<file path="config.mk">
export PLATFORM = sky130hd
export DESIGN_NAME = pwm_fifo_gen
export DESIGN_NICKNAME = d
export VERILOG_FILES = /design/src/rtl/pwm_fifo_pkg.sv /design/src/rtl/pwm_duty_fifo.sv /design/src/rtl/pwm_period_engine.sv /design/src/rtl/pwm_fifo_gen.sv
export SDC_FILE = /design/constraint.sdc
export NUM_CORES = 1
export LEC_CHECK = 0
export BUFFER_PORTS_ARGS = -buffer_cell sky130_fd_sc_hd__buf_2
export CORE_UTILIZATION = 40
export DETAILED_ROUTE_END_ITERATION = 10
export GPL_ROUTABILITY_DRIVEN = 0
export MAX_ROUTING_LAYER = met4
export PLACE_DENSITY_LB_ADDON = 0.12
export SLEW_MARGIN = 0
export SYNTH_ARGS = -nofsm -noshare
export SYNTH_HDL_FRONTEND = slang
export SYNTH_SLANG_ARGS = --single-unit
</file>
<file path="constraint.sdc">
create_clock -name clk -period 7.7 [get_ports clk]
set_clock_uncertainty 0.05 [all_clocks]
set_input_delay 0 -clock clk [delete_from_list [all_inputs] [get_ports clk]]
set_output_delay 0 -clock clk [all_outputs]
set_load 0.02 [all_outputs]
</file>
<file path="src/rtl/pwm_fifo_pkg.sv">
package pwm_fifo_pkg;
    localparam int OFF_CTRL   = 'h00;
    localparam int OFF_STATUS = 'h04;
    localparam int OFF_SAMPLE = 'h0C;
    localparam int OFF_PERIOD = 'h10;

    typedef enum logic [1:0] {
        OUT_NORMAL  = 2'd0,
        OUT_INVERT  = 2'd1,
        OUT_OFF     = 2'd2,
        OUT_OFF_ALT = 2'd3
    } out_mode_e;

    typedef enum logic {
        ST_READY = 1'b0,
        ST_SWRST = 1'b1
    } ctl_state_e;

    typedef enum logic {
        ENG_IDLE = 1'b0,
        ENG_RUN  = 1'b1
    } eng_state_e;
endpackage

</file>
<file path="src/rtl/pwm_duty_fifo.sv">
module pwm_duty_fifo #(
    parameter int DEPTH  = 4,
    parameter int DATA_W = 16,
    localparam int PTR_W = (DEPTH > 1) ? $clog2(DEPTH) : 1,
    localparam int CNT_W = $clog2(DEPTH + 1)
) (
    input  logic              clk,
    input  logic              rst_n,
    input  logic              flush_i,
    input  logic              push_i,
    input  logic [DATA_W-1:0] data_i,
    input  logic              pop_i,
    output logic [DATA_W-1:0] head_o,
    output logic [CNT_W-1:0]  count_o
);
    logic [DATA_W-1:0] mem_q [DEPTH];
    logic [PTR_W-1:0]  rd_q, wr_q;
    logic [CNT_W-1:0]  cnt_q;
    logic              do_push, do_pop;

    assign do_pop  = pop_i && (cnt_q != '0);
    assign do_push = push_i && ((cnt_q != CNT_W'(DEPTH)) || do_pop);

    always_ff @(posedge clk or negedge rst_n) begin
        if (!rst_n) begin
            rd_q  <= '0;
            wr_q  <= '0;
            cnt_q <= '0;
        end else if (flush_i) begin
            rd_q  <= '0;
            wr_q  <= '0;
            cnt_q <= '0;
        end else begin
            if (do_push) wr_q <= (wr_q == PTR_W'(DEPTH - 1)) ? '0 : wr_q + 1'b1;
            if (do_pop)  rd_q <= (rd_q == PTR_W'(DEPTH - 1)) ? '0 : rd_q + 1'b1;
            cnt_q <= cnt_q + CNT_W'(do_push) - CNT_W'(do_pop);
        end
    end

    always_ff @(posedge clk) begin
        if (do_push && !flush_i) mem_q[wr_q] <= data_i;
    end

    assign head_o  = mem_q[rd_q];
    assign count_o = cnt_q;

    AST_FIFO_COUNT_RANGE: assert property (@(posedge clk) disable iff (!rst_n)
        cnt_q <= CNT_W'(DEPTH));
    AST_FULL_WRITE_DROPPED: assert property (@(posedge clk) disable iff (!rst_n)
        (push_i && !pop_i && !flush_i && cnt_q == CNT_W'(DEPTH)) |=> (cnt_q == CNT_W'(DEPTH)));
endmodule

</file>
<file path="src/rtl/pwm_period_engine.sv">
module pwm_period_engine
    import pwm_fifo_pkg::*;
#(
    parameter int CNT_W = 16,
    parameter int PRE_W = 12
) (
    input  logic             clk,
    input  logic             rst_n,
    input  logic             clear_i,
    input  logic             enable_i,
    input  logic             gate_i,
    input  logic [PRE_W-1:0] div_m1_i,
    input  logic [CNT_W-1:0] period_i,
    input  logic [1:0]       rep_i,
    input  out_mode_e        mode_i,
    input  logic [CNT_W-1:0] head_i,
    input  logic             head_valid_i,
    output logic             pop_o,
    output logic             wrap_o,
    output logic             match_o,
    output logic [CNT_W-1:0] duty_o,
    output logic             pwm_o
);
    localparam logic [CNT_W-1:0] CNT_MAX = '1;

    eng_state_e       st_q, st_d;
    logic [PRE_W-1:0] pre_q;
    logic [CNT_W-1:0] cnt_q, duty_q, eff_period, limit;
    logic [2:0]       rep_q;
    logic [3:0]       rep_span;
    logic             tick, start, rep_last, active;

    assign eff_period = (period_i == CNT_MAX) ? CNT_MAX - 1'b1 : period_i;
    assign limit      = eff_period + 1'b1;
    assign tick       = (st_q == ENG_RUN) && enable_i && gate_i && (pre_q >= div_m1_i);
    assign wrap_o     = tick && (cnt_q >= limit);
    assign start      = (st_q == ENG_IDLE) && enable_i && !clear_i;
    assign rep_span   = 4'd1 << rep_i;
    assign rep_last   = ({1'b0, rep_q} == rep_span - 4'd1);
    assign pop_o      = head_valid_i && !clear_i && (start || (wrap_o && rep_last));
    assign match_o    = (st_q == ENG_RUN) && enable_i && (cnt_q == duty_q);

    always_comb begin
        st_d = st_q;
        unique case (st_q)
            ENG_IDLE: if (enable_i && !clear_i) st_d = ENG_RUN;
            ENG_RUN:  if (!enable_i || clear_i) st_d = ENG_IDLE;
        endcase
    end

    always_ff @(posedge clk or negedge rst_n) begin
        if (!rst_n) st_q <= ENG_IDLE;
        else        st_q <= st_d;
    end

    always_ff @(posedge clk or negedge rst_n) begin
        if (!rst_n) begin
            pre_q <= '0; cnt_q <= '0; duty_q <= '0; rep_q <= '0;
        end else if (clear_i) begin
            pre_q <= '0; cnt_q <= '0; duty_q <= '0; rep_q <= '0;
        end else begin
            unique case (st_q)
                ENG_IDLE: begin
                    pre_q <= '0;
                    cnt_q <= '0;
                    if (start) begin
                        rep_q <= '0;
                        if (head_valid_i) duty_q <= head_i;
                    end
                end
                ENG_RUN: begin
                    if (!enable_i) begin
                        pre_q <= '0;
                        cnt_q <= '0;
                    end else if (gate_i) begin
                        if (tick) begin
                            pre_q <= '0;
                            if (wrap_o) begin
                                cnt_q <= '0;
                                rep_q <= rep_last ? 3'd0 : rep_q + 3'd1;
                                if (rep_last && head_valid_i) duty_q <= head_i;
                            end else begin
                                cnt_q <= cnt_q + 1'b1;
                            end
                        end else begin
                            pre_q <= pre_q + 1'b1;
                        end
                    end
                end
            endcase
        end
    end

    always_comb begin
        active = (cnt_q < duty_q);
        pwm_o  = 1'b0;
        if ((st_q == ENG_RUN) && enable_i) begin
            unique case (mode_i)
                OUT_NORMAL:  pwm_o = active;
                OUT_INVERT:  pwm_o = !active;
                OUT_OFF:     pwm_o = 1'b0;
                OUT_OFF_ALT: pwm_o = 1'b0;
            endcase
        end
    end

    assign duty_o = duty_q;

    AST_WRAP_RESTART: assert property (@(posedge clk) disable iff (!rst_n)
        wrap_o |=> (cnt_q == '0));
    AST_DUTY_HOLD: assert property (@(posedge clk) disable iff (!rst_n)
        ((st_q == ENG_RUN) && !wrap_o && !clear_i) |=> $stable(duty_q));
endmodule

</file>
<file path="src/rtl/pwm_fifo_gen.sv">
module pwm_fifo_gen
    import pwm_fifo_pkg::*;
#(
    parameter int ADDR_W     = 5,
    parameter int CNT_W      = 16,
    parameter int PRE_W      = 12,
    parameter int FIFO_DEPTH = 4,
    parameter int RST_CYCLES = 4
) (
    input  logic              clk,
    input  logic              rst_n,
    input  logic              wr_en,
    input  logic [ADDR_W-1:0] addr,
    input  logic [31:0]       wdata,
    output logic [31:0]       rdata,
    output logic              pwm_out
);
    localparam int FCNT_W = $clog2(FIFO_DEPTH + 1);
    localparam int RST_W  = $clog2(RST_CYCLES + 1);
    localparam logic [CNT_W-1:0] PERIOD_RST = {{(CNT_W-1){1'b1}}, 1'b0};

    ctl_state_e         st_q, st_d;
    logic [RST_W-1:0]   rcnt_q;
    logic               en_q;
    logic [1:0]         rep_q, gate_q;
    logic [PRE_W-1:0]   presc_q;
    out_mode_e          mode_q;
    logic [CNT_W-1:0]   period_q, duty;
    logic               rov_q, cmp_q, werr_q;
    logic [FCNT_W-1:0]  fcnt;
    logic [CNT_W-1:0]   head;
    logic               ready, wr_ctrl, wr_stat, wr_samp, wr_per, swr_req, clear;
    logic               pop, wrap, match, fifo_full;

    assign ready     = (st_q == ST_READY);
    assign wr_ctrl   = ready && wr_en && (addr == ADDR_W'(OFF_CTRL));
    assign wr_stat   = ready && wr_en && (addr == ADDR_W'(OFF_STATUS));
    assign wr_samp   = ready && wr_en && (addr == ADDR_W'(OFF_SAMPLE));
    assign wr_per    = ready && wr_en && (addr == ADDR_W'(OFF_PERIOD));
    assign swr_req   = wr_ctrl && wdata[3];
    assign clear     = swr_req || (st_q == ST_SWRST);
    assign fifo_full = (fcnt == FCNT_W'(FIFO_DEPTH));

    always_comb begin
        st_d = st_q;
        unique case (st_q)
            ST_READY: if (swr_req) st_d = ST_SWRST;
            ST_SWRST: if (rcnt_q == '0) st_d = ST_READY;
        endcase
    end

    always_ff @(posedge clk or negedge rst_n) begin
        if (!rst_n) st_q <= ST_READY;
        else        st_q <= st_d;
    end

    always_ff @(posedge clk or negedge rst_n) begin
        if (!rst_n)              rcnt_q <= '0;
        else if (swr_req)        rcnt_q <= RST_W'(RST_CYCLES - 1);
        else if (rcnt_q != '0)   rcnt_q <= rcnt_q - 1'b1;
    end

    always_ff @(posedge clk or negedge rst_n) begin
        if (!rst_n) begin
            en_q <= 1'b0; rep_q <= '0; gate_q <= '0; presc_q <= '0; mode_q <= OUT_NORMAL;
            period_q <= PERIOD_RST; rov_q <= 1'b0; cmp_q <= 1'b0; werr_q <= 1'b0;
        end else if (clear) begin
            en_q <= 1'b0; rep_q <= '0; gate_q <= '0; presc_q <= '0; mode_q <= OUT_NORMAL;
            period_q <= PERIOD_RST; rov_q <= 1'b0; cmp_q <= 1'b0; werr_q <= 1'b0;
        end else begin
            if (wr_ctrl) begin
                en_q    <= wdata[0];
                rep_q   <= wdata[2:1];
                presc_q <= wdata[15:4];
                gate_q  <= wdata[17:16];
                mode_q  <= out_mode_e'(wdata[19:18]);
            end
            if (wr_per) period_q <= wdata[CNT_W-1:0];
            rov_q  <= (rov_q  && !(wr_stat && wdata[4])) || wrap;
            cmp_q  <= (cmp_q  && !(wr_stat && wdata[5])) || match;
            werr_q <= (werr_q && !(wr_stat && wdata[6])) || (wr_samp && fifo_full);
        end
    end

    pwm_duty_fifo #(.DEPTH(FIFO_DEPTH), .DATA_W(CNT_W)) u_fifo (
        .clk(clk), .rst_n(rst_n), .flush_i(clear), .push_i(wr_samp),
        .data_i(wdata[CNT_W-1:0]), .pop_i(pop), .head_o(head), .count_o(fcnt)
    );

    pwm_period_engine #(.CNT_W(CNT_W), .PRE_W(PRE_W)) u_engine (
        .clk(clk), .rst_n(rst_n), .clear_i(clear), .enable_i(en_q),
        .gate_i(gate_q != 2'd0), .div_m1_i(presc_q), .period_i(period_q),
        .rep_i(rep_q), .mode_i(mode_q), .head_i(head), .head_valid_i(fcnt != '0),
        .pop_o(pop), .wrap_o(wrap), .match_o(match), .duty_o(duty), .pwm_o(pwm_out)
    );

    always_comb begin
        rdata = '0;
        unique case (addr)
            ADDR_W'(OFF_CTRL):   rdata = {12'd0, mode_q, gate_q, presc_q, (st_q == ST_SWRST), rep_q, en_q};
            ADDR_W'(OFF_STATUS): rdata = {25'd0, werr_q, cmp_q, rov_q, (fcnt == '0), 3'(fcnt)};
            ADDR_W'(OFF_SAMPLE): rdata = en_q ? 32'(duty) : 32'd0;
            ADDR_W'(OFF_PERIOD): rdata = 32'(period_q);
            default:             rdata = '0;
        endcase
    end

    wire unused_wdata = &{1'b0, wdata[31:20], 1'b0};

    AST_DISABLED_LOW: assert property (@(posedge clk) disable iff (!rst_n)
        !en_q |-> !pwm_out);
    AST_SWR_FLUSH: assert property (@(posedge clk) disable iff (!rst_n)
        (st_q == ST_SWRST) |=> (fcnt == '0));
    AST_SWR_SELF_CLEAR: assert property (@(posedge clk) disable iff (!rst_n)
        ((st_q == ST_SWRST) && (rcnt_q == '0)) |=> (st_q == ST_READY));
endmodule

</file>
==> results of run 1 <==
[layout by cell type (no fill, tap or decap), types with 6 or more instances in the layout]
cell | netlist | layout
nand4_1 | 11 | 11
inv_1 | 61 | 61
ha_1 | 57 | 57
xnor2_1 | 22 | 22
a22o_1 | 34 | 34
a211oi_1 | 8 | 8
nand2_1 | 94 | 94
buf_4 | 13 | 9
nand3_1 | 39 | 39
a21oi_1 | 20 | 20
xor2_1 | 12 | 12
and2_1 | 9 | 9
mux4_2 | 16 | 16
nor2_1 | 53 | 53
mux2i_1 | 7 | 7
and3_1 | 9 | 9
a31oi_1 | 7 | 6
dfrtp_1 | 82 | 82
buf_2 | 3 | 47
a222oi_1 | 16 | 16
conb_1 | 1 | 12
nor3_1 | 15 | 14
dfstp_2 | 15 | 15
dlygate4sd3_1 | 0 | 21
edfxtp_1 | 64 | 64
clkbuf_16 | 0 | 17
o21ai_0 | 19 | 19
[sequential cells by signal, summed over array words and instances, names as in the netlist, 2 cells and up]
register and flops:
rep_q 2, presc_q 12, mode_q 2, u_fifo.rd_q 2, u_fifo.wr_q 2, u_engine.rep_q 3
gate_q 2, u_engine.pre_q 12, period_q 16, u_engine.duty_o 16, rcnt_q 3, u_fifo.count_o 3
u_engine.cnt_q 16, u_fifo.mem_q 64
[metrics by stage]
step                instance area, um^2  power [uW]
floorplan                          8570        1840
global placement                   9010        2060
detailed placement                 9010        2090
CTS                                9830        2980
global route                       9830        3130
finish                             9830        2950
[layout make-up]
| type | count | area (um^2) |
|---|---|---|
| clock buffer | 17 | 425 |
| timing repair buffer | 77 | 513 |
| tap | 275 | 344 |
| inverter | 61 | 229 |
| multi-input combinational | 521 | 3760 |
| sequential | 161 | 4370 |
| fill | 1961 | 11100 |
| clock inverter | 15 | 185 |
[power by group]
group	internal [uW]	leakage (uW)	switching [uW]
combinational	370	0.00214	430
sequential	1060	0.00183	223
clock	468	0.000293	403
[worst max-delay path, delay by kind of cell (launching register included)]
kind / cells / cell delay, ns
and+or+nand+nor: 12 / 2.38
DFF: 1 / 0.61
buffers and inverters: 3 / 0.15
adders and majority gates: 5 / 1.34
xor gates and xnor gates: 3 / 0.38
AOI/OAI and AO/OA: 3 / 0.77
[cells by family (layout without fill, tap and decap cells)]
kind of cell,Yosys count,in the layout,synth area share [%]
other,1,12,0.0440
multiplexers,23,23,5.05
AND/OR/NAND/NOR,252,252,13.6
flip-flops,161,161,51.2
XOR/XNOR,34,34,3.49
AO/OA/AOI/OAI,142,142,12.7
buffers and inverters,104,170,5.28
adder cells (fa/ha/maj),58,58,8.60
[metal layers]
layer,track usage [%],up-vias,share of wire (%)
li1,-,2930,-
met1,27.8,3175,45
met2,35.4,168,48
met3,4.66,29,4.5
met4,7.84,0,2.3
met5,-,-,0
[path summary, 6_finish.rpt]
path,cells past startpoint,end,from,slack (ns)
setup / recovery,26,u_fifo.count_o[2],period_q[10],1.91
hold / removal,2,u_engine.cnt_q[3],rst_n,0.02
setup reg to reg,26,u_fifo.count_o[2],period_q[10],1.91
hold reg to reg,2,rcnt_q[1],rcnt_q[1],0.47
max in group asynchronous,3,presc_q[6],rst_n,6.39
min in group clk,4,werr_q,addr[3],0.07
==> results.sh, run 1 <==
export IMPL_route_detailed_drc=0
export IMPL_rsz0062_at_grt="no"
export IMPL_cts_setup_buffers=0
export IMPL_wire_per_inst_um=19.7
export IMPL_hold_viol=0
export IMPL_max_slew_worst_pin_slew_ns=1.27
export IMPL_hp_class="in -> async"
export IMPL_setup_viol=0
export IMPL_via_count=6302
export IMPL_fin_cells=1127
export IMPL_area_growth_pct=15.2
export IMPL_die_y_um=148
export IMPL_synthArstFlopShare_pct=60.2
export IMPL_cts_sinks=161
export IMPL_utilization_pct=46.9
export IMPL_fp_dieW_um=148
export IMPL_h_tree_depth=4
export IMPL_crit_path_top_delay_cell="dfstp_2"
export IMPL_cts_tree="yes"
export IMPL_yosys_warnings=0
export IMPL_num_antenna_cells=0
export IMPL_drtIter0Drc=429
export IMPL_yosysTopAreaCellShare_pct=24.1
export IMPL_syn_area_um2=8530
export IMPL_yosysMostFrequentCell="nand2_1"
export IMPL_tns_ns=0
export IMPL_cp_start_kind="flop"
export IMPL_post_route_period_util_pct=75.1
export IMPL_critPathMaxStageDelay_ns=0.61
export IMPL_fp_row_count=53
export IMPL_final_nets=937
export IMPL_grt_pass1_wl_um=35400
export IMPL_synth_top_cell_by_area="dfrtp_1"
export IMPL_synth_cell_type_count=61
export IMPL_worstSkewPairLatency_ns=0.43
export IMPL_vdd_drop_max_mv=0.160
export IMPL_cts_resized=0
export IMPL_cts_clk_slew_worst_paths_ns=0.07
export IMPL_cp_end_kind="flop"
export IMPL_start_util_pct=40.7
export IMPL_ys_top_cells_by_area="dfrtp_1 (24%), edfxtp_1 (23%), ha_1 (8.4%)"
export IMPL_antenna_found_initial=0
export IMPL_period_minus_slack_ns=5.79
export IMPL_final_antenna_net_count=0
export IMPL_dieArea_um2=21900
export IMPL_core_area_um2=21000
export IMPL_avgViaCountPerCell=5.59
export IMPL_cts_buffers_inserted=17
export IMPL_io_buffer_count=48
export IMPL_wirelength_um=22100
export IMPL_cpMostUsedCell="ha_1"
export IMPL_dp_hpwl_um=16100
export IMPL_timing_final_ws_setup_ns=1.91
export IMPL_slew_violations=0
export IMPL_synth_seq_cells=161
export IMPL_drive_gt1_share_pct=15.1
export IMPL_slew_headroom_pct=14.8
export IMPL_hold_buffers=21
export IMPL_fin_hold_ws_ns=0.0190
export IMPL_pin_count=73
export IMPL_syn_avg_cell_area_um2=11.0
export IMPL_p_leak_uw=0.00427
export IMPL_power_density_nw_per_um2=301
export IMPL_track_usage_pct=22.2
export IMPL_outcome="finished, final reports clean"
export IMPL_grt_max_degree=63
export IMPL_grt_pass1_vias=6405
export IMPL_dr_pass1_iters=6
export IMPL_cts_buffer_depth=2
export IMPL_worst_path_max_fanout=19
export IMPL_cts_root_buf="clkbuf_16"
export IMPL_path_class="reg -> reg"
export IMPL_syn_instance_count=775
export IMPL_dp_slack_ns=1.96
export IMPL_placedCellCount=1074
export IMPL_synth_edf_count=64
export IMPL_ys_seq_area_share_pct=51.2
export IMPL_maxCapViolations=0
export IMPL_fmax_ghz=0.173
export IMPL_grt_overflow=0
export IMPL_critical_path_arrival_ns=6.05
export IMPL_cp_required_ns=7.97
export IMPL_synthFlopType="dfrtp_1"
export IMPL_synthTopCellsByCount="nand2_1 (94), dfrtp_1 (82), edfxtp_1 (64)"
No activity file was read; power rests on OpenSTA's default activity.
==> run 2: changes to the inputs <==
--- a/config.mk
+++ b/config.mk
@@ -5,6 +5,7 @@
 export SDC_FILE = /design/constraint.sdc
 export NUM_CORES = 1
 export LEC_CHECK = 0
+export ABC_AREA = 1
 export BUFFER_PORTS_ARGS = -buffer_cell sky130_fd_sc_hd__buf_2
 export CORE_UTILIZATION = 40
 export DETAILED_ROUTE_END_ITERATION = 10
==> constraint.sdc (replaced) <==
create_clock -name clk -period 6 [get_ports clk]
set_clock_uncertainty 0.05 [all_clocks]
set_input_delay 0 -clock clk [delete_from_list [all_inputs] [get_ports clk]]
set_output_delay 0 -clock clk [all_outputs]
set_load 0.02 [all_outputs]
==> results.sh, run 2 <==
export IMPL_num_antenna_cells=0
export IMPL_synthTopCellsByCount="nand2_1 (151), inv_1 (138), nor2_1 (96)"
export IMPL_rsz0062_at_grt="no"
export IMPL_fmax_ghz=0.208
export IMPL_wirelength_um=22300
export IMPL_setup_viol=0
export IMPL_vdd_drop_max_mv=0.228
export IMPL_wire_per_inst_um=16.8
export IMPL_syn_avg_cell_area_um2=9.01
export IMPL_tns_ns=0
export IMPL_track_usage_pct=21.9
export IMPL_avgViaCountPerCell=5.17
export IMPL_period_minus_slack_ns=4.81
export IMPL_antenna_found_initial=0
export IMPL_grt_pass1_vias=6468
export IMPL_cp_start_kind="flop"
export IMPL_io_buffer_count=48
export IMPL_synthFlopType="dfrtp_1"
export IMPL_multiInputGateArea_um2=3680
export IMPL_cpMostUsedCell="nand2_1"
export IMPL_hp_class="in -> async"
export IMPL_slew_violations=0
export IMPL_cts_clk_slew_worst_paths_ns=0.07
export IMPL_maxCapViolations=0
export IMPL_cts_root_buf="clkbuf_16"
export IMPL_grt_max_degree=62
export IMPL_critical_path_arrival_ns=5.08
export IMPL_layout_area_seq_um2=4370
export IMPL_fp_dieW_um=150
export IMPL_worst_path_max_fanout=19
export IMPL_pin_count=73
export IMPL_grt_overflow=0
export IMPL_cts_resized=0
export IMPL_crit_path_top_delay_cell="dfstp_2"
export IMPL_drive_gt1_share_pct=12.3
export IMPL_slew_headroom_pct=21.3
export IMPL_cts_sinks=161
export IMPL_synthArstFlopShare_pct=60.2
export IMPL_start_util_pct=41.2
export IMPL_final_antenna_net_count=0
export IMPL_syn_area_um2=8740
export IMPL_cp_required_ns=6.27
export IMPL_placedCellCount=1273
export IMPL_fp_row_count=53
export IMPL_grt_pass1_wl_um=35500
export IMPL_timing_final_ws_setup_ns=1.19
export IMPL_area_growth_pct=14.2
export IMPL_yosys_warnings=0
export IMPL_num_fill_cells=2081
export IMPL_mostFrequentLayoutCell="nand2_1"
export IMPL_final_cell_mix="nand2_1 (151), inv_1 (138), nor2_1 (96)"
export IMPL_dp_slack_ns=1.17
export IMPL_fin_hold_ws_ns=0.0336
export IMPL_yosysMostFrequentCell="nand2_1"
export IMPL_power_density_nw_per_um2=355
export IMPL_largest_reg_flops=64
export IMPL_dieArea_um2=22500
export IMPL_die_y_um=150
export IMPL_ys_seq_area_share_pct=49.9
export IMPL_critPathMaxStageDelay_ns=0.60
export IMPL_path_class="reg -> reg"
export IMPL_regMostFlops="u_fifo.mem_q"
export IMPL_post_route_period_util_pct=80.1
export IMPL_drtIter0Drc=468
export IMPL_via_count=6851
export IMPL_h_tree_depth=4
export IMPL_cts_buffer_depth=2
export IMPL_outcome="finished, final reports clean"
export IMPL_hold_viol=0
export IMPL_cts_tree="yes"
export IMPL_max_slew_worst_pin_slew_ns=1.18
export IMPL_synth_cell_type_count=47
export IMPL_cp_end_kind="flop"
export IMPL_dp_hpwl_um=16000
export IMPL_p_leak_uw=0.00439
export IMPL_worstSkewPairLatency_ns=0.43
export IMPL_fin_cells=1326
export IMPL_yosysTopAreaCellShare_pct=23.5
export IMPL_dr_pass1_iters=5
export IMPL_power_uw=3540
export IMPL_cts_buffers_inserted=17
export IMPL_synth_edf_count=64
export IMPL_syn_instance_count=971
export IMPL_core_area_um2=21200
export IMPL_route_detailed_drc=0
export IMPL_synth_top_cell_by_area="dfrtp_1"
export IMPL_final_nets=1136
export IMPL_ys_top_cells_by_area="dfrtp_1 (23%), edfxtp_1 (22%), ha_1 (8.2%)"
export IMPL_synth_seq_cells=161
==> run 2: cell count changes after synthesis, sizes merged, moves of 9 or more <==
cell    before  now
mux4        16    0
xnor2       22    8
a222oi      16    0
and2         9    0
nand2       94  158
o221ai       0   10
a21oi       21   48
inv         61  140
a22o        34    0
nor3        15   25
o22ai        0   29
nor2        53  102
o21ai       20  103
==> run 2: area by class of cell <==
cell class / instances / share of cell area (%)
sequential: 161 / 43.8
multi-input combinational: 642 / 36.8
inverter: 141 / 5.30
timing repair buffer: 75 / 4.99
clock buffer: 17 / 4.26
tap: 275 / 3.45
clock inverter: 15 / 1.42
==> run 2: kinds of logic (layout without fill, tap and decap cells) <==
logic type      after synthesis  after routing  synth area share, %
compound gates              210            210                 14.0
xor+xnor                     23             23                 2.30
fa+ha+maj                    58             58                 8.38
buf+inv                     179            248                 8.48
flops                       161            161                 49.9
other cells                   1             12               0.0429
simple gates                339            339                 16.9
==> run 2: report_power, final <==
part	leakage (uW)	internal (uW)	switching, uW
Sequential	0.00185	1340	151
Combinational	0.00227	341	656
Clock	0.000275	551	503
Total	0.00439	2240	1310
==> run 2: critical path, delay by kind of cell, from the launching register on <==
family          cells  cell delay, ns
flops               1            0.60
buf+inv             5            0.52
compound gates      1            0.42
simple gates       16            1.55
fa+ha+maj           5            1.27
xor+xnor            2            0.27
==> run 2: timing repair <==
| action | 4_1_cts | 5_1_grt |
|---|---|---|
| buffers inserted | 0 | 0 |
| endpoints found under the hold margin | 137 | 0 |
| hold buffers | 21 | 0 |
==> run 2: worst paths after layout <==
| check | end | cells after the start | from | slack [ns] |
|---|---|---|---|---|
| min in group clk | werr_q | 7 | addr[3] | 0.05 |
| worst max-delay path | u_fifo.count_o[2] | 29 | period_q[10] | 1.19 |
| max in group asynchronous | u_engine.pre_q[6] | 3 | rst_n | 4.68 |
| worst max register to register | u_fifo.count_o[2] | 29 | period_q[10] | 1.19 |
| worst min register to register | u_engine.rep_q[0] | 2 | u_engine.rep_q[0] | 0.48 |
| worst min-delay path | u_engine.cnt_q[10] | 2 | rst_n | 0.03 |
==> run 2: through the flow <==
step / instance area (um^2) / util (%)
detailed placement: 9210 / 43.4
CTS: 9980 / 47.0
global route: 9980 / 47.0
finish: 9980 / 47.0
global placement: 9210 / 43.4
floorplan: 8790 / -
==> run 2: per-layer routing <==
layer  track usage (%)  vias to the layer above  routed length, um
met5                 -                        -                  0
met4              6.62                        0                363
met3              3.26                       23                889
met2              34.0                      164              10200
met1              29.5                     3275              10800
li1                  -                     3389                  -
==> run 3: changes to the inputs <==
--- a/config.mk
+++ b/config.mk
@@ -5,7 +5,7 @@
 export SDC_FILE = /design/constraint.sdc
 export NUM_CORES = 1
 export LEC_CHECK = 0
-export ABC_AREA = 1
+export ABC_AREA = 0
 export BUFFER_PORTS_ARGS = -buffer_cell sky130_fd_sc_hd__buf_2
 export CORE_UTILIZATION = 40
 export DETAILED_ROUTE_END_ITERATION = 10
==> constraint.sdc (replaced) <==
create_clock -name clk -period 4.9 [get_ports clk]
set_clock_uncertainty 0.05 [all_clocks]
set_input_delay 0 -clock clk [delete_from_list [all_inputs] [get_ports clk]]
set_output_delay 0 -clock clk [all_outputs]
set_load 0.02 [all_outputs]
==> results.sh, run 3 (synthesized netlist as in run 1, its figures left out) <==
export IMPL_p_leak_uw=0.00441
export IMPL_power_density_nw_per_um2=475
export IMPL_cts_buffer_depth=2
export IMPL_r2r_start="period_q[13]"
export IMPL_grt_pass1_vias=6625
export IMPL_worstSkewPairLatency_ns=0.44
export IMPL_hp_class="in -> reg"
export IMPL_utilization_pct=48.3
export IMPL_largest_reg_flops=64
export IMPL_wire_per_inst_um=19.8
export IMPL_fp_row_count=53
export IMPL_cts_root_buf="clkbuf_16"
export IMPL_slew_headroom_pct=43.9
export IMPL_avgViaCountPerCell=5.57
export IMPL_critPathLaunch="period_q[13]"
export IMPL_post_route_period_util_pct=96.2
export IMPL_final_nets=967
export IMPL_placedCellCount=1097
export IMPL_setup_viol=0
export IMPL_dieArea_um2=21900
export IMPL_h_tree_depth=4
export IMPL_drive_gt1_share_pct=20.2
export IMPL_final_antenna_net_count=0
export IMPL_area_growth_pct=18.6
export IMPL_worst_path_max_fanout=3
export IMPL_drtIter0Drc=417
export IMPL_antenna_found_initial=0
export IMPL_ff2ff_path_depth=25
export IMPL_regToRegSetupSlack_ns=0.19
export IMPL_fmax_ghz=0.212
export IMPL_fp_dieW_um=148
export IMPL_start_util_pct=40.7
export IMPL_track_usage_pct=22.8
export IMPL_final_cell_mix="nand2_1 (93), dfrtp_1 (82), edfxtp_1 (64)"
export IMPL_maxCapViolations=0
export IMPL_min_delay_start="addr[3]"
export IMPL_pin_count=73
export IMPL_dr_pass1_iters=6
export IMPL_io_buffer_count=48
export IMPL_cp_end_kind="flop"
export IMPL_route_detailed_drc=0
export IMPL_cp_required_ns=5.16
export IMPL_grt_overflow=0
export IMPL_core_area_um2=21000
export IMPL_hold_viol=0
export IMPL_cts_sinks=161
export IMPL_fin_hold_ws_ns=0.0254
export IMPL_vdd_drop_max_mv=0.240
export IMPL_slew_violations=0
export IMPL_die_y_um=148
export IMPL_fin_cells=1157
export IMPL_path_class="reg -> reg"
export IMPL_dp_hpwl_um=16600
export IMPL_period_minus_slack_ns=4.71
export IMPL_grt_pass1_wl_um=36700
export IMPL_cts_tree="yes"
export IMPL_regMostFlops="u_fifo.mem_q"
export IMPL_crit_end="u_fifo.count_o[2]"
export IMPL_grt_max_degree=57
export IMPL_critical_path_arrival_ns=4.98
export IMPL_outcome="finished, final reports clean"
export IMPL_mostFrequentLayoutCell="nand2_1"
export IMPL_timing_rr_end="u_fifo.count_o[2]"
export IMPL_num_antenna_cells=0
export IMPL_wirelength_um=22900
export IMPL_num_fill_cells=1945
export IMPL_max_slew_worst_pin_slew_ns=0.841
export IMPL_cts_buffers_inserted=17
export IMPL_rsz0062_at_grt="yes"
export IMPL_via_count=6447
export IMPL_cp_start_kind="flop"
export IMPL_cts_clk_slew_worst_paths_ns=0.07
-- run 3: metal layers --
metal | up-vias | wire length, um | GRT usage, %
li1 | 2981 | - | -
met1 | 3211 | 10100 | 29.3
met2 | 208 | 11300 | 36.4
met3 | 47 | 1060 | 4.23
met4 | 0 | 493 | 7.37
met5 | - | 0 | -
-- run 3: cell type report --
type / instances / area, um^2 / share of cell area, %
Multi-Input combinational cell: 521 / 3850 / 38.0
Tap cell: 275 / 344 / 3.40
Clock buffer: 18 / 429 / 4.24
Inverter: 61 / 229 / 2.26
Clock inverter: 14 / 165 / 1.63
Timing Repair Buffer: 107 / 738 / 7.29
Sequential cell: 161 / 4370 / 43.2
-- run 3: critical path, cell delays in order, from the launching register on --
cell and delay (ns):
dfstp_2 0.53, and4_4 0.23, nor3b_4 0.21, nand3_2 0.12
nand2_2 0.10, inv_1 0.04, ha_2 0.17, and3_4 0.19
nand3_2 0.09, buf_4 0.12, xor2_2 0.06, ha_1 0.31
and3_4 0.21, o211ai_1 0.12, o21ai_2 0.19, a31oi_2 0.13
or3_4 0.42, a21oi_4 0.14, ha_1 0.24, inv_1 0.06
ha_1 0.13, inv_1 0.05, fa_2 0.33, xor2_1 0.15
xnor2_1 0.15, nor2_1 0.05
-- run 3: where the power goes --
group	switching [uW]	total, uW	internal (uW)
clock network	633	1320	689
registers	257	1920	1660
logic	845	1560	715
-- run 3: worst min-delay path by stage --
stage,cells after the start,to
2_1_floorplan,0,cmp_q
3_3_place_gp,1,u_engine.cnt_q[5]
3_5_place_dp,1,u_engine.cnt_q[2]
4_1_cts,4,werr_q
5_1_grt,4,werr_q
6_report,4,werr_q
-- run 3: through the flow --
stage	total power [uW]	setup slack [ns]	area (um^2)	setup TNS, ns
finish	4800	0.187	10100	0
global route	5080	-0.0722	10100	-0.0722
CTS	4790	0.0218	10000	0
detailed placement	3440	-0.0479	9200	-0.0479
global placement	3390	0.131	9200	0
floorplan	2920	0.0130	8600	0
-- run 3: what timing repair did --
item | in CTS | in global routing
setup endpoints to repair | 1 | 66
setup buffers | 4 | 3
pin swaps | 1 | 13
hold buffers | 21 | 0
endpoints found under the hold margin | 147 | 0
resized for setup | 1 | 18
